## src/rtl/tri_ramp_pkg.sv

```systemverilog
package tri_ramp_pkg;
  localparam int CODE_W    = 10;
  localparam int PEAK_CODE = 1000;
endpackage

```

## src/rtl/tri_phase_hold.sv

```systemverilog
module tri_phase_hold #(
  parameter int W    = tri_ramp_pkg::CODE_W,
  parameter int PEAK = tri_ramp_pkg::PEAK_CODE
) (
  input  logic         clk,
  input  logic         rst,
  input  logic         wr,
  input  logic [W-1:0] din,
  output logic [W-1:0] phase
);
  localparam logic [W-1:0] TOP = W'(PEAK);

  function automatic logic [W-1:0] clamp_code(input logic [W-1:0] v);
    return (v > TOP) ? TOP : v;
  endfunction

  always_ff @(posedge clk) begin
    if (rst)     phase <= '0;
    else if (wr) phase <= clamp_code(din);
  end

  assert_clamp_R2: assert property (@(posedge clk) disable iff (rst)
    phase <= TOP);

  assert_write_R2: assert property (@(posedge clk) disable iff (rst)
    wr |=> (phase == (($past(din) > TOP) ? TOP : $past(din))));
endmodule

```

## src/rtl/tri_step_core.sv

```systemverilog
module tri_step_core #(
  parameter int W    = tri_ramp_pkg::CODE_W,
  parameter int PEAK = tri_ramp_pkg::PEAK_CODE
) (
  input  logic         clk,
  input  logic         rst,
  input  logic         load,
  input  logic [W-1:0] preset,
  input  logic         evt,
  input  logic         hold,
  output logic [W-1:0] cnt_q,
  output logic         dir_up_q
);
  localparam logic [W-1:0] TOP = W'(PEAK);

  function automatic logic [W-1:0] move_code(input logic [W-1:0] cur, input logic up);
    return up ? cur + 1'b1 : cur - 1'b1;
  endfunction

  wire ev_step = evt & ~hold & ~load;
  wire at_top  = (cnt_q == TOP);
  wire at_bot  = (cnt_q == '0);

  logic         eff_up;
  logic [W-1:0] nxt_cnt;
  logic         nxt_dir;

  always_comb begin
    eff_up  = at_bot ? 1'b1 : (at_top ? 1'b0 : dir_up_q);
    nxt_cnt = move_code(cnt_q, eff_up);
    if (nxt_cnt == '0)       nxt_dir = 1'b1;
    else if (nxt_cnt == TOP) nxt_dir = 1'b0;
    else                     nxt_dir = eff_up;
  end

  always_ff @(posedge clk) begin
    if (rst) begin
      cnt_q    <= '0;
      dir_up_q <= 1'b0;
    end else if (load) begin
      cnt_q    <= preset;
      dir_up_q <= 1'b0;
    end else if (ev_step) begin
      cnt_q    <= nxt_cnt;
      dir_up_q <= nxt_dir;
    end
  end

  assert_range_R5: assert property (@(posedge clk) disable iff (rst)
    cnt_q <= TOP);

  assert_top_down_R5: assert property (@(posedge clk) disable iff (rst)
    at_top |-> !dir_up_q);

  assert_load_down_R3: assert property (@(posedge clk) disable iff (rst)
    load |=> !dir_up_q);

  assert_step_one_R4: assert property (@(posedge clk) disable iff (rst)
    ev_step |=> ((cnt_q == $past(cnt_q) + 1'b1) || (cnt_q == $past(cnt_q) - 1'b1)));

  assert_idle_stable_R4: assert property (@(posedge clk) disable iff (rst)
    (!evt && !load) |=> ($stable(cnt_q) && $stable(dir_up_q)));

  assert_hold_R8: assert property (@(posedge clk) disable iff (rst)
    (hold && !load) |=> ($stable(cnt_q) && $stable(dir_up_q)));

  assert_bottom_up_R6: assert property (@(posedge clk) disable iff (rst)
    (ev_step && cnt_q == W'(1) && !dir_up_q) |=> (cnt_q == '0 && dir_up_q));
endmodule

```

## src/rtl/tri_ramp_gen.sv

```systemverilog
module tri_ramp_gen #(
  parameter int W    = tri_ramp_pkg::CODE_W,
  parameter int PEAK = tri_ramp_pkg::PEAK_CODE
) (
  input  logic         clk,
  input  logic         rst,
  input  logic         phase_wr,
  input  logic [W-1:0] phase_din,
  input  logic         load,
  input  logic         evt,
  input  logic         hold,
  output logic [W-1:0] count_out,
  output logic         sq_out,
  output logic         sq_n_out
);
  logic [W-1:0] phase_val;
  logic [W-1:0] cnt;
  logic         dir_up;

  tri_phase_hold #(.W(W), .PEAK(PEAK)) u_phase (
    .clk(clk), .rst(rst), .wr(phase_wr), .din(phase_din), .phase(phase_val)
  );

  tri_step_core #(.W(W), .PEAK(PEAK)) u_core (
    .clk(clk), .rst(rst), .load(load), .preset(phase_val),
    .evt(evt), .hold(hold), .cnt_q(cnt), .dir_up_q(dir_up)
  );

  assign count_out = cnt;
  assign sq_out    = dir_up;
  assign sq_n_out  = ~dir_up;

  assert_preset_R2: assert property (@(posedge clk) disable iff (rst)
    load |=> (count_out == $past(phase_val)));

  assert_wr_only_R10: assert property (@(posedge clk) disable iff (rst)
    (phase_wr && !load && !evt) |=> ($stable(count_out) && $stable(sq_out)));
endmodule

```

## config.mk

```make
export PLATFORM = sky130hd
export DESIGN_NAME = tri_ramp_gen
export DESIGN_NICKNAME = d
export VERILOG_FILES = /design/src/rtl/tri_ramp_pkg.sv /design/src/rtl/tri_phase_hold.sv /design/src/rtl/tri_step_core.sv /design/src/rtl/tri_ramp_gen.sv
export SDC_FILE = /design/constraint.sdc
export NUM_CORES = 1
export LEC_CHECK = 0
export ABC_AREA = 1
export BUFFER_PORTS_ARGS = -buffer_cell sky130_fd_sc_hd__buf_2
export CAP_MARGIN = 15
export CORE_ASPECT_RATIO = 1.2
export CORE_MARGIN = 3
export CORE_UTILIZATION = 33
export DETAILED_ROUTE_END_ITERATION = 10
export GPL_ROUTABILITY_DRIVEN = 0
export PLACE_DENSITY = 0.59
export SYNTH_ARGS = -nofsm -noshare
export SYNTH_HDL_FRONTEND = slang
export SYNTH_SLANG_ARGS = --single-unit
```

## constraint.sdc

```tcl
create_clock -name clk -period 3.4 [get_ports clk]
set_clock_uncertainty 0.15 [all_clocks]
set_input_delay 0.68 -clock clk [delete_from_list [all_inputs] [get_ports clk]]
set_output_delay 0.68 -clock clk [all_outputs]
set_load 0.1 [all_outputs]
```

==> results of run 1 <==
synthesized netlist by cell type (all sizes together) (2+ instances only):
cell type | instances | share of area
nand2 | 99 | 0.25
inv | 35 | 0.085
nor2 | 23 | 0.057
dfxtp | 21 | 0.27
nand3 | 16 | 0.058
a21oi | 13 | 0.049
a31oi | 11 | 0.044
o21ai | 10 | 0.032
ha | 9 | 0.073
clkbuf | 5 | 0.012
nor3 | 4 | 0.016
clkinv | 2 | 0.0057
nand4 | 2 | 0.0081
stage by stage:
stage | hold slack, ns | cell area, µm² | instances
after global placement | 0.3130 | 1745 | 335
after detailed placement | 0.3161 | 1745 | 335
after global routing | 0.3519 | 1790 | 339
final | 0.3287 | 1790 | 339
after floorplan | 0.3041 | 1548 | 256
after CTS | 0.3276 | 1790 | 339
worst max-delay path: stages, from the launching register on:
cell and delay, ns:
dfxtp_1 0.40, inv_2 0.11, nand2_1 0.06, nor2_1 0.09, nand3_1 0.08, nand2_2 0.09
nand2_2 0.07, inv_1 0.30, ha_1 0.38, or2_4 0.28, nand2_1 0.07, nand2_1 0.06
nand2_1 0.10, nand2_1 0.07, nor2_1 0.11, nand2_1 0.08, nor2_1 0.11, nand2_1 0.06
nand2_1 0.06, nand2_1 0.05, nand2_1 0.09, a21oi_2 0.05
per-layer routing:
layer  track usage  vias up
met2        0.2521       21
met1        0.2002      666
met3       0.01521        2
met5             0        -
li1              -      868
met4       0.02982        0
cell usage in the layout (no fill, tap or decap), drive strengths merged:
cell / instances
nand2: 99
inv: 35
buf: 29
nor2: 23
dfxtp: 21
nand3: 16
a21oi: 13
a31oi: 11
o21ai: 10
ha: 9
nor3: 4
clkbuf: 4
nand4: 2
clkinv: 2
or2: 1
nand3b: 1
xor2: 1
o2111ai: 1
fa: 1
cell type report:
class / count / area [µm²]
flip-flops and latches: 21 / 420.4
fillers: 509 / 2601
multi-input cells: 192 / 964.7
repair buffers: 29 / 150.1
clock buffers: 4 / 45.04
well taps: 56 / 70.07
inverters: 37 / 140.1
power by group:
| group | total (mW) | leakage, nW | internal (mW) | switching [mW] |
|---|---|---|---|---|
| Combinational | 0.522 | 0.733 | 0.158 | 0.363 |
| Clock | 0.158 | 0.0228 | 0.0832 | 0.0743 |
| Sequential | 0.284 | 0.173 | 0.265 | 0.0195 |
| Total | 0.964 | 0.929 | 0.506 | 0.457 |
registers in the layout (all words and copies together) (netlist names):
signal and flops:
u_core.cnt_q 10, u_core.dir_up_q 1, u_phase.phase 10
worst max path at each step:
stage	startpoint	end	slack (ns)	depth (start not counted)
global placement	u_core.cnt_q[0]$_SDFFE_PP0P_	u_core.dir_up_q$_SDFFE_PP0P_	0.41	21
CTS	u_core.cnt_q[0]$_SDFFE_PP0P_	u_core.dir_up_q$_SDFFE_PP0P_	0.41	21
finish	u_core.cnt_q[0]$_SDFFE_PP0P_	u_core.dir_up_q$_SDFFE_PP0P_	0.41	21
floorplan	u_core.cnt_q[9]$_SDFFE_PP0P_	u_core.dir_up_q$_SDFFE_PP0P_	0.09	20
global route	u_core.cnt_q[0]$_SDFFE_PP0P_	u_core.dir_up_q$_SDFFE_PP0P_	0.12	21
detailed placement	u_core.cnt_q[0]$_SDFFE_PP0P_	u_core.dir_up_q$_SDFFE_PP0P_	0.43	21
kinds of logic (layout without fill, tap and decap cells):
group	count (synthesis)	count (layout)	synth area share
AND/OR/NAND/NOR	146	146	0.4002
buffers and inverters	43	70	0.1051
XOR/XNOR	1	1	0.005660
flip-flops	21	21	0.2716
AO/OA/AOI/OAI	35	35	0.1318
adder cells (fa/ha/maj)	10	10	0.08569
==> qor.yml, run 1 <==
cts:
  cts_tree: "yes"
  cts.htree.levels: 1
  numCtsBuffers: 3
  post_cts.repair.setup_buffers: 0
  clk_latency_ns: 0.25
  holdBufCountCts: 0
  clock_sinks: 21
  cts_resized: 0
  clockBufferDepth: 2
  cts_root_buffer: "clkbuf_8"
  clkTransAtPathRegs_ns: 0.07
floorplanning:
  fp.dieH_um: 81.02
  dieArea_mm2: 0.005551
  start_util: 0.3524
  num_io_pins: 28
  core_mm2: 0.004392
  rows: 26
  die_x_um: 68.52
routing:
  met3_length_um: 112
  drt_wl_total_mm: 3.716
  ant_nets: 0
  initialDrtViolationCount: 69
  drc: 0
  avgViaCountPerCell: 4.593
  wl_met1_mm: 1.818
  routed.top_layer: "met4"
  vias: 1557
  firstDrtPassIters: 4
  wl_met2_mm: 1.768
  wire_per_inst_um: 10.96
synthesis:
  async_flop_share: 0
  yosys_warnings: 0
  synthesis.nets: 282
  synth_edf_count: 0
  avgSynthCellArea_um2: 6.046
  syn_area_mm2: 0.001548
  synth-seq-cells: 21
  synth_seq_area_share: 0.2716
  synthFlopType: "dfxtp_1"
  syn_inst: 256
  synth_cell_type_count: 27
worst_setup_path:
  arrival_ns: 3.00
  critPathRequiredTime_ns: 3.40
  end_kind: "flop"
  path_max_fanout: 10
  worstSetupPathType: "reg -> reg"
  r2r-start: "u_core.cnt_q[0]$_SDFFE_PP0P_"
  r2r-end: "u_core.dir_up_q$_SDFFE_PP0P_"
  ff2ff_setup_slack_ns: 0.41
  critPathLaunchType: "flop"
  r2r_cells: 21
sta:
  rsz0062_at_grt: "false"
  setup_viol: 0
  hold_violations: 0
  tightest_slew_ns: 0.5029
  fin_tns_setup_ns: 0
  fin_crit_sh: 0.8803
  slew_viol_final: 0
  max_freq_mhz: 334.1
  maxSlewHeadroom: 0.6670
  setup_slack_ns: 0.4068
  post-route-min-period_ns: 2.993
hold_path:
  hold_class: "reg -> reg"
  hold_depth: 2
  worst_hold_path.endpoint: "u_core.cnt_q[4]$_SDFFE_PP0P_"
  min_from: "u_phase.phase[4]$_SDFFE_PP0P_"
finish:
  fin_util: 0.4077
  num_antenna_cells: 0
  layout-drive-gt1-share: 0.1625
  area_delta_synth_final_pct: 15.68
  fin_nets: 310
placement:
  place_hpwl_mm: 3.068
  pre_cts_ws_ns: 0.4278
  port_buffers: 27
run:
  maxCapViolations: 0
power_and_ir_drop:
  peakVddDrop_uv: 314.3
  p_per_area_mw_per_mm2: 538.2
  p_leak_nw: 0.9293
  design_power_total_uw: 963.6
global_route:
  grt_pass1_vias: 1496
  grt_start_max_net_pins: 20
  antenna_found_initial: 0
  gr-total-overflow: 0
  grt_first_pass_wirelength_mm: 6.520
  grt_usage: 0.1483
status:
  status: "finished clean"
Note: power is estimated with default switching activity, not from simulation.
==> run 2, diff against run 1 <==
--- a/config.mk
+++ b/config.mk
@@ -11,6 +11,7 @@
 export CORE_ASPECT_RATIO = 1.2
 export CORE_MARGIN = 3
 export CORE_UTILIZATION = 33
+export CTS_BUF_LIST = sky130_fd_sc_hd__clkbuf_8
 export DETAILED_ROUTE_END_ITERATION = 10
 export GPL_ROUTABILITY_DRIVEN = 0
 export PLACE_DENSITY = 0.59
==> qor.yml, run 2 (synthesis results as in run 1) <==
routing:
  ant_nets: 0  # unchanged
  initialDrtViolationCount: 70  # +1.4%
  drt_wl_total_mm: 3.713  # about the same
  drc: 0  # unchanged
  avgViaCountPerCell: 4.593  # unchanged
  wire_per_inst_um: 10.95  # about the same
  firstDrtPassIters: 4  # unchanged
  vias: 1557  # unchanged
worst_setup_path:
  max_stage_delay_ns: 0.40  # about the same
  r2r-start: "u_core.cnt_q[0]$_SDFFE_PP0P_"
  path_cells: "inv_2 > nand2_1 > nor2_1 > nand3_1 > nand2_2 > nand2_2 > inv_1 > ha_1 > or2_4 > nand2_1 > nand2_1 > nand2_1 > nand2_1 > nor2_1 > nand2_1 > nor2_1 > nand2_1 > nand2_1 > nand2_1 > nand2_1 > a21oi_2"
  critPathLaunchType: "flop"
  r2r_cells: 21  # unchanged
  r2r-end: "u_core.dir_up_q$_SDFFE_PP0P_"
  ff2ff_setup_slack_ns: 0.41  # about the same
  path_max_fanout: 10  # unchanged
  arrival_ns: 2.99  # about the same
  slowest_stage: "dfxtp_1"
  worstSetupPathType: "reg -> reg"
  crit_top_cell: "nand2_1"
  end_kind: "flop"
  critPathRequiredTime_ns: 3.40  # about the same
global_route:
  grt_usage: 0.1483  # unchanged
  grt_start_max_net_pins: 20  # unchanged
  grt_pass1_vias: 1496  # unchanged
  antenna_found_initial: 0  # unchanged
  grt_first_pass_wirelength_mm: 6.520  # unchanged
  gr-total-overflow: 0  # unchanged
floorplanning:
  rows: 26  # unchanged
  num_io_pins: 28  # unchanged
  core_mm2: 0.004392  # unchanged
  fp.dieH_um: 81.02  # unchanged
  die_x_um: 68.52  # unchanged
  start_util: 0.3524  # unchanged
  dieArea_mm2: 0.005551  # unchanged
sta:
  max_freq_mhz: 334.2  # about the same
  rsz0062_at_grt: "false"
  hold_violations: 0  # unchanged
  fin_tns_setup_ns: 0  # unchanged
  hold_slack_ns: 0.3284  # -0.0003050 ns
  fin_crit_sh: 0.8801  # about the same
  setup_viol: 0  # unchanged
  slew_viol_final: 0  # unchanged
  post-route-min-period_ns: 2.992  # -0.0008550 ns
  tightest_slew_ns: 0.5029  # unchanged
  maxSlewHeadroom: 0.6670  # unchanged
cts:
  clkTransAtPathRegs_ns: 0.07  # about the same
  cts_resized: 0  # unchanged
  clk_latency_ns: 0.25  # about the same
  post_cts.repair.setup_buffers: 0  # unchanged
  cts_root_buffer: "clkbuf_8"
  cts.htree.levels: 1  # unchanged
  clock_sinks: 21  # unchanged
  holdBufCountCts: 0  # unchanged
  cts_tree: "yes"
  numCtsBuffers: 3  # unchanged
  clockBufferDepth: 2  # unchanged
hold_path:
  min_from: "u_phase.phase[4]$_SDFFE_PP0P_"
  worst_hold_path.endpoint: "u_core.cnt_q[4]$_SDFFE_PP0P_"
  hold_class: "reg -> reg"
  hold_depth: 2  # unchanged
run:
  maxCapViolations: 0  # unchanged
finish:
  top_regs: "u_core.cnt_q: 10 flops, u_phase.phase: 10 flops, u_core.dir_up_q: 1 flops"
  area_delta_synth_final_pct: 15.68  # unchanged
  final_common_cell: "nand2_1"
  mostFrequentLayoutCells: "95 x nand2_1, 35 x inv_1, 27 x buf_2, 22 x nor2_1, 21 x dfxtp_1"
  fin_nets: 310  # unchanged
  layout-drive-gt1-share: 0.1625  # unchanged
  num_antenna_cells: 0  # unchanged
power_and_ir_drop:
  peakVddDrop_uv: 314.3  # about the same
  p_per_area_mw_per_mm2: 536.3  # -0.35%
  p_leak_nw: 0.9335  # +0.45%
placement:
  place_hpwl_mm: 3.068  # unchanged
  port_buffers: 27  # unchanged
status:
  status: "finished clean"
run 2: cell type report:
cell class	instances	area, µm²
inverters	37	140.1
clock buffers	3	41.29
clock inverters	1	3.754
repair buffers	29	150.1
multi-input cells	192	964.7
well taps	56	70.07
flip-flops and latches	21	420.4
fillers	509	2601
run 2: worst max-delay path by stage:
stage / depth (start not counted) / startpoint / end
final: 21 / u_core.cnt_q[0]$_SDFFE_PP0P_ / u_core.dir_up_q$_SDFFE_PP0P_
after global routing: 21 / u_core.cnt_q[0]$_SDFFE_PP0P_ / u_core.dir_up_q$_SDFFE_PP0P_
after CTS: 21 / u_core.cnt_q[0]$_SDFFE_PP0P_ / u_core.dir_up_q$_SDFFE_PP0P_
after detailed placement: 21 / u_core.cnt_q[0]$_SDFFE_PP0P_ / u_core.dir_up_q$_SDFFE_PP0P_
after global placement: 21 / u_core.cnt_q[0]$_SDFFE_PP0P_ / u_core.dir_up_q$_SDFFE_PP0P_
after floorplan: 20 / u_core.cnt_q[9]$_SDFFE_PP0P_ / u_core.dir_up_q$_SDFFE_PP0P_
run 2: critical path: cells and delay by family, from the launching register on:
kind | cells | cell delay [ns]
AOI/OAI and AO/OA | 1 | 0.05
adders and majority gates | 1 | 0.38
and+or+nand+nor | 17 | 1.53
DFF | 1 | 0.40
buffers and inverters | 2 | 0.41
run 2: power by group:
part | internal (mW) | switching (mW) | total, mW
clock network | 0.0802 | 0.0740 | 0.154
logic | 0.158 | 0.363 | 0.522
registers | 0.265 | 0.0196 | 0.285
run 2: routing by layer:
layer | part of all wire | routed length [µm] | track usage | up-vias
met1 | 0.49 | 1816 | 0.2002 | 666
li1 | - | - | - | 868
met3 | 0.030 | 112 | 0.01521 | 2
met5 | 0 | 0 | 0 | -
met2 | 0.48 | 1767 | 0.2521 | 21
met4 | 0.0046 | 17 | 0.02982 | 0
run 2: per-stage QoR:
| stage | cells | setup WS [ns] | utilization | instance area [µm²] | power (mW) |
|---|---|---|---|---|---|
| finish | 339 | 0.4077 | 0.4077 | 1790 | 0.9602 |
| CTS | 339 | 0.4090 | 0.4077 | 1790 | 0.9675 |
| global placement | 335 | 0.4091 | 0.3974 | 1745 | 0.8119 |
| global route | 339 | 0.1244 | 0.4077 | 1790 | 1.053 |
| detailed placement | 335 | 0.4278 | 0.3974 | 1745 | 0.8102 |
| floorplan | 256 | 0.09078 | - | 1548 | 0.7058 |
==> run 3, diff against run 2 <==
--- a/config.mk
+++ b/config.mk
@@ -6,15 +6,15 @@
 export NUM_CORES = 1
 export LEC_CHECK = 0
 export ABC_AREA = 1
-export BUFFER_PORTS_ARGS = -buffer_cell sky130_fd_sc_hd__buf_2
 export CAP_MARGIN = 15
 export CORE_ASPECT_RATIO = 1.2
 export CORE_MARGIN = 3
 export CORE_UTILIZATION = 33
 export CTS_BUF_LIST = sky130_fd_sc_hd__clkbuf_8
 export DETAILED_ROUTE_END_ITERATION = 10
+export DONT_BUFFER_PORTS = 1
 export GPL_ROUTABILITY_DRIVEN = 0
-export PLACE_DENSITY = 0.59
+export PLACE_DENSITY = 0.54
 export SYNTH_ARGS = -nofsm -noshare
 export SYNTH_HDL_FRONTEND = slang
 export SYNTH_SLANG_ARGS = --single-unit
==> qor.yml, run 3 (synthesis results as in run 1) <==
finish:
  final_common_cell: "nand2_1"
  mostFrequentLayoutCells: "95 x nand2_1, 34 x inv_1, 22 x nor2_1, 21 x dfxtp_1, 14 x nand3_1"
  layout-drive-gt1-share: 0.1128  # -0.04976
  fin_nets: 293  # -5.5%
  finalNonFillerCells: 322  # -5.0%
  area_delta_synth_final_pct: 11.88
  num_antenna_cells: 0  # unchanged
  top_regs: "u_core.cnt_q: 10 flops, u_phase.phase: 10 flops, u_core.dir_up_q: 1 flops"
  finalInstanceArea_mm2: 0.001732  # -3.3%
power_and_ir_drop:
  p_per_area_mw_per_mm2: 550.9  # +2.7%
  power.switching_uw: 451.2  # -1.2%
  power_frac_seq: 0.294  # -0.002
  clockPowerShare: 0.166  # +0.005
  netSwitchingFraction: 0.4730  # -0.002806
  p_leak_nw: 0.8649  # -7.3%
  p_int_uw: 502.7  # -0.12%
  peakVddDrop_uv: 242.6  # -23%
  p_comb_frac: 0.539  # -0.004
cts:
  clk_latency_ns: 0.25  # about the same
  post_cts.repair.setup_buffers: 0  # unchanged
  clockBufferDepth: 2  # unchanged
  holdBufCountCts: 0  # unchanged
  clkTransAtPathRegs_ns: 0.08  # about the same
  cts_resized: 0  # unchanged
  clock_sinks: 21  # unchanged
  cts_tree: "yes"
  numCtsBuffers: 3  # unchanged
  cts_root_buffer: "clkbuf_8"
  cts.htree.levels: 1  # unchanged
hold_path:
  worst_hold_path.endpoint: "u_core.cnt_q[6]$_SDFFE_PP0P_"
  hold_depth: 2  # unchanged
  min_from: "u_phase.phase[6]$_SDFFE_PP0P_"
  hold_class: "reg -> reg"
routing:
  vias: 1534  # -1.5%
  avgViaCountPerCell: 4.764  # +3.7%
  wire_per_inst_um: 11.52  # +5.1%
  initialDrtViolationCount: 85  # +21%
  drc: 0  # unchanged
  drt_wl_total_mm: 3.708  # -0.13%
  ant_nets: 0  # unchanged
  firstDrtPassIters: 4  # unchanged
sta:
  slew_viol_final: 0  # unchanged
  fin_crit_sh: 0.8466  # -0.03345
  fin_tns_setup_ns: 0  # unchanged
  setup_viol: 0  # unchanged
  hold_slack_ns: 0.3173  # -0.01116 ns
  hold_violations: 0  # unchanged
  rsz0062_at_grt: "false"
  maxSlewHeadroom: 0.5203  # -0.1468
  max_freq_mhz: 347.4  # +4.0%
  tightest_slew_ns: 0.7170  # +0.2140 ns
  post-route-min-period_ns: 2.879  # -0.1137 ns
floorplanning:
  fp.dieH_um: 81.02  # unchanged
  rows: 26  # unchanged
  dieArea_mm2: 0.005551  # unchanged
  num_io_pins: 28  # unchanged
  start_util: 0.3524  # unchanged
  die_x_um: 68.52  # unchanged
  core_mm2: 0.004392  # unchanged
global_route:
  grt_start_max_net_pins: 20  # unchanged
  grt_first_pass_wirelength_mm: 6.396  # -1.9%
  antenna_found_initial: 0  # unchanged
  grt_pass1_vias: 1510  # +0.94%
  gr-total-overflow: 0  # unchanged
  grt_usage: 0.1463  # -0.001977
worst_setup_path:
  path_cells: "inv_2 > nand2_1 > nor2_1 > nand3_1 > nand2_2 > nand2_2 > inv_1 > ha_1 > a21oi_2 > nor2_1 > nor2_1 > nand3_1 > nand2_2 > nand2_1 > nor2_1 > nand2_1 > nand2_1 > nand2_1 > nand2_1 > a21oi_2"
  critPathTopFamily: "simple AND/OR/NAND/NOR gates"
  critPathRequiredTime_ns: 3.40  # about the same
  arrival_ns: 2.88  # -0.11 ns
  cp_num_buf_inv: 2  # unchanged
  ff2ff_setup_slack_ns: 0.52  # +0.11 ns
  end_kind: "flop"
  path_max_fanout: 10  # unchanged
  worstSetupPathType: "reg -> reg"
  crit_top_cell: "nand2_1"
  r2r-start: "u_core.cnt_q[0]$_SDFFE_PP0P_"
  r2r_cells: 20  # -4.8%
  critPathLaunchType: "flop"
  slowest_stage: "dfxtp_1"
  r2r-end: "u_core.dir_up_q$_SDFFE_PP0P_"
  max_stage_delay_ns: 0.39  # about the same
  cp.depth: 20  # -4.8%
run:
  maxCapViolations: 0  # unchanged
placement:
  post-place-cells: 318  # -5.1%
  port_buffers: 0  # -100%
  place_hpwl_mm: 3.063  # -0.16%
  place_area_mm2: 0.001685  # -3.4%
status:
  status: "finished clean"
[run 3: worst max path at each step]
stage,end,slack [ns],from
2_1_floorplan,u_core.dir_up_q$_SDFFE_PP0P_,0.09,u_core.cnt_q[9]$_SDFFE_PP0P_
3_3_place_gp,u_core.dir_up_q$_SDFFE_PP0P_,0.49,u_core.cnt_q[0]$_SDFFE_PP0P_
3_5_place_dp,u_core.dir_up_q$_SDFFE_PP0P_,0.48,u_core.cnt_q[0]$_SDFFE_PP0P_
4_1_cts,u_core.dir_up_q$_SDFFE_PP0P_,0.45,u_core.cnt_q[0]$_SDFFE_PP0P_
5_1_grt,u_core.cnt_q[8]$_SDFFE_PP0P_,0.05,u_core.cnt_q[0]$_SDFFE_PP0P_
6_report,u_core.dir_up_q$_SDFFE_PP0P_,0.52,u_core.cnt_q[0]$_SDFFE_PP0P_
[run 3: through the flow]
stage                     utilization  setup WS [ns]  total power [mW]
after global placement         0.3838         0.4901            0.8029
final                          0.3943         0.5214            0.9539
after global routing           0.3943        0.04805             1.047
after floorplan                     -        0.09078            0.7058
after CTS                      0.3943         0.4537            0.9660
after detailed placement       0.3838         0.4828            0.8026
[run 3: worst register-to-register path, stage by stage, from the launching register on]
cell	delay [ns]
dfxtp_1	0.39
inv_2	0.11
nand2_1	0.06
nor2_1	0.08
nand3_1	0.08
nand2_2	0.09
nand2_2	0.07
inv_1	0.29
ha_1	0.37
a21oi_2	0.23
nor2_1	0.07
nor2_1	0.13
nand3_1	0.10
nand2_2	0.11
nand2_1	0.05
nor2_1	0.09
nand2_1	0.06
nand2_1	0.05
nand2_1	0.05
nand2_1	0.09
a21oi_2	0.05
[run 3: final cells by class]
class,count,area (µm²)
multi-input cells,192,964.7
repair buffers,12,90.09
flip-flops and latches,21,420.4
inverters,37,140.1
well taps,56,70.07
clock inverters,1,5.005
fillers,508,2660
clock buffers,3,41.29
[run 3: layer usage]
layer,wire length (µm),vias to the layer above,global-route usage
li1,-,829,-
met1,1769,676,0.1856
met2,1742,27,0.2550
met3,167,2,0.01798
met4,28,0,0.03976
met5,0,-,0
[run 3: power groups by stage]
stage	sequential, mW	combinational, mW	clock (mW)
finish	0.281	0.515	0.159
global route	0.283	0.590	0.174
CTS	0.281	0.519	0.166
detailed placement	0.286	0.516	0
global placement	0.286	0.517	0
floorplan	0.362	0.344	0
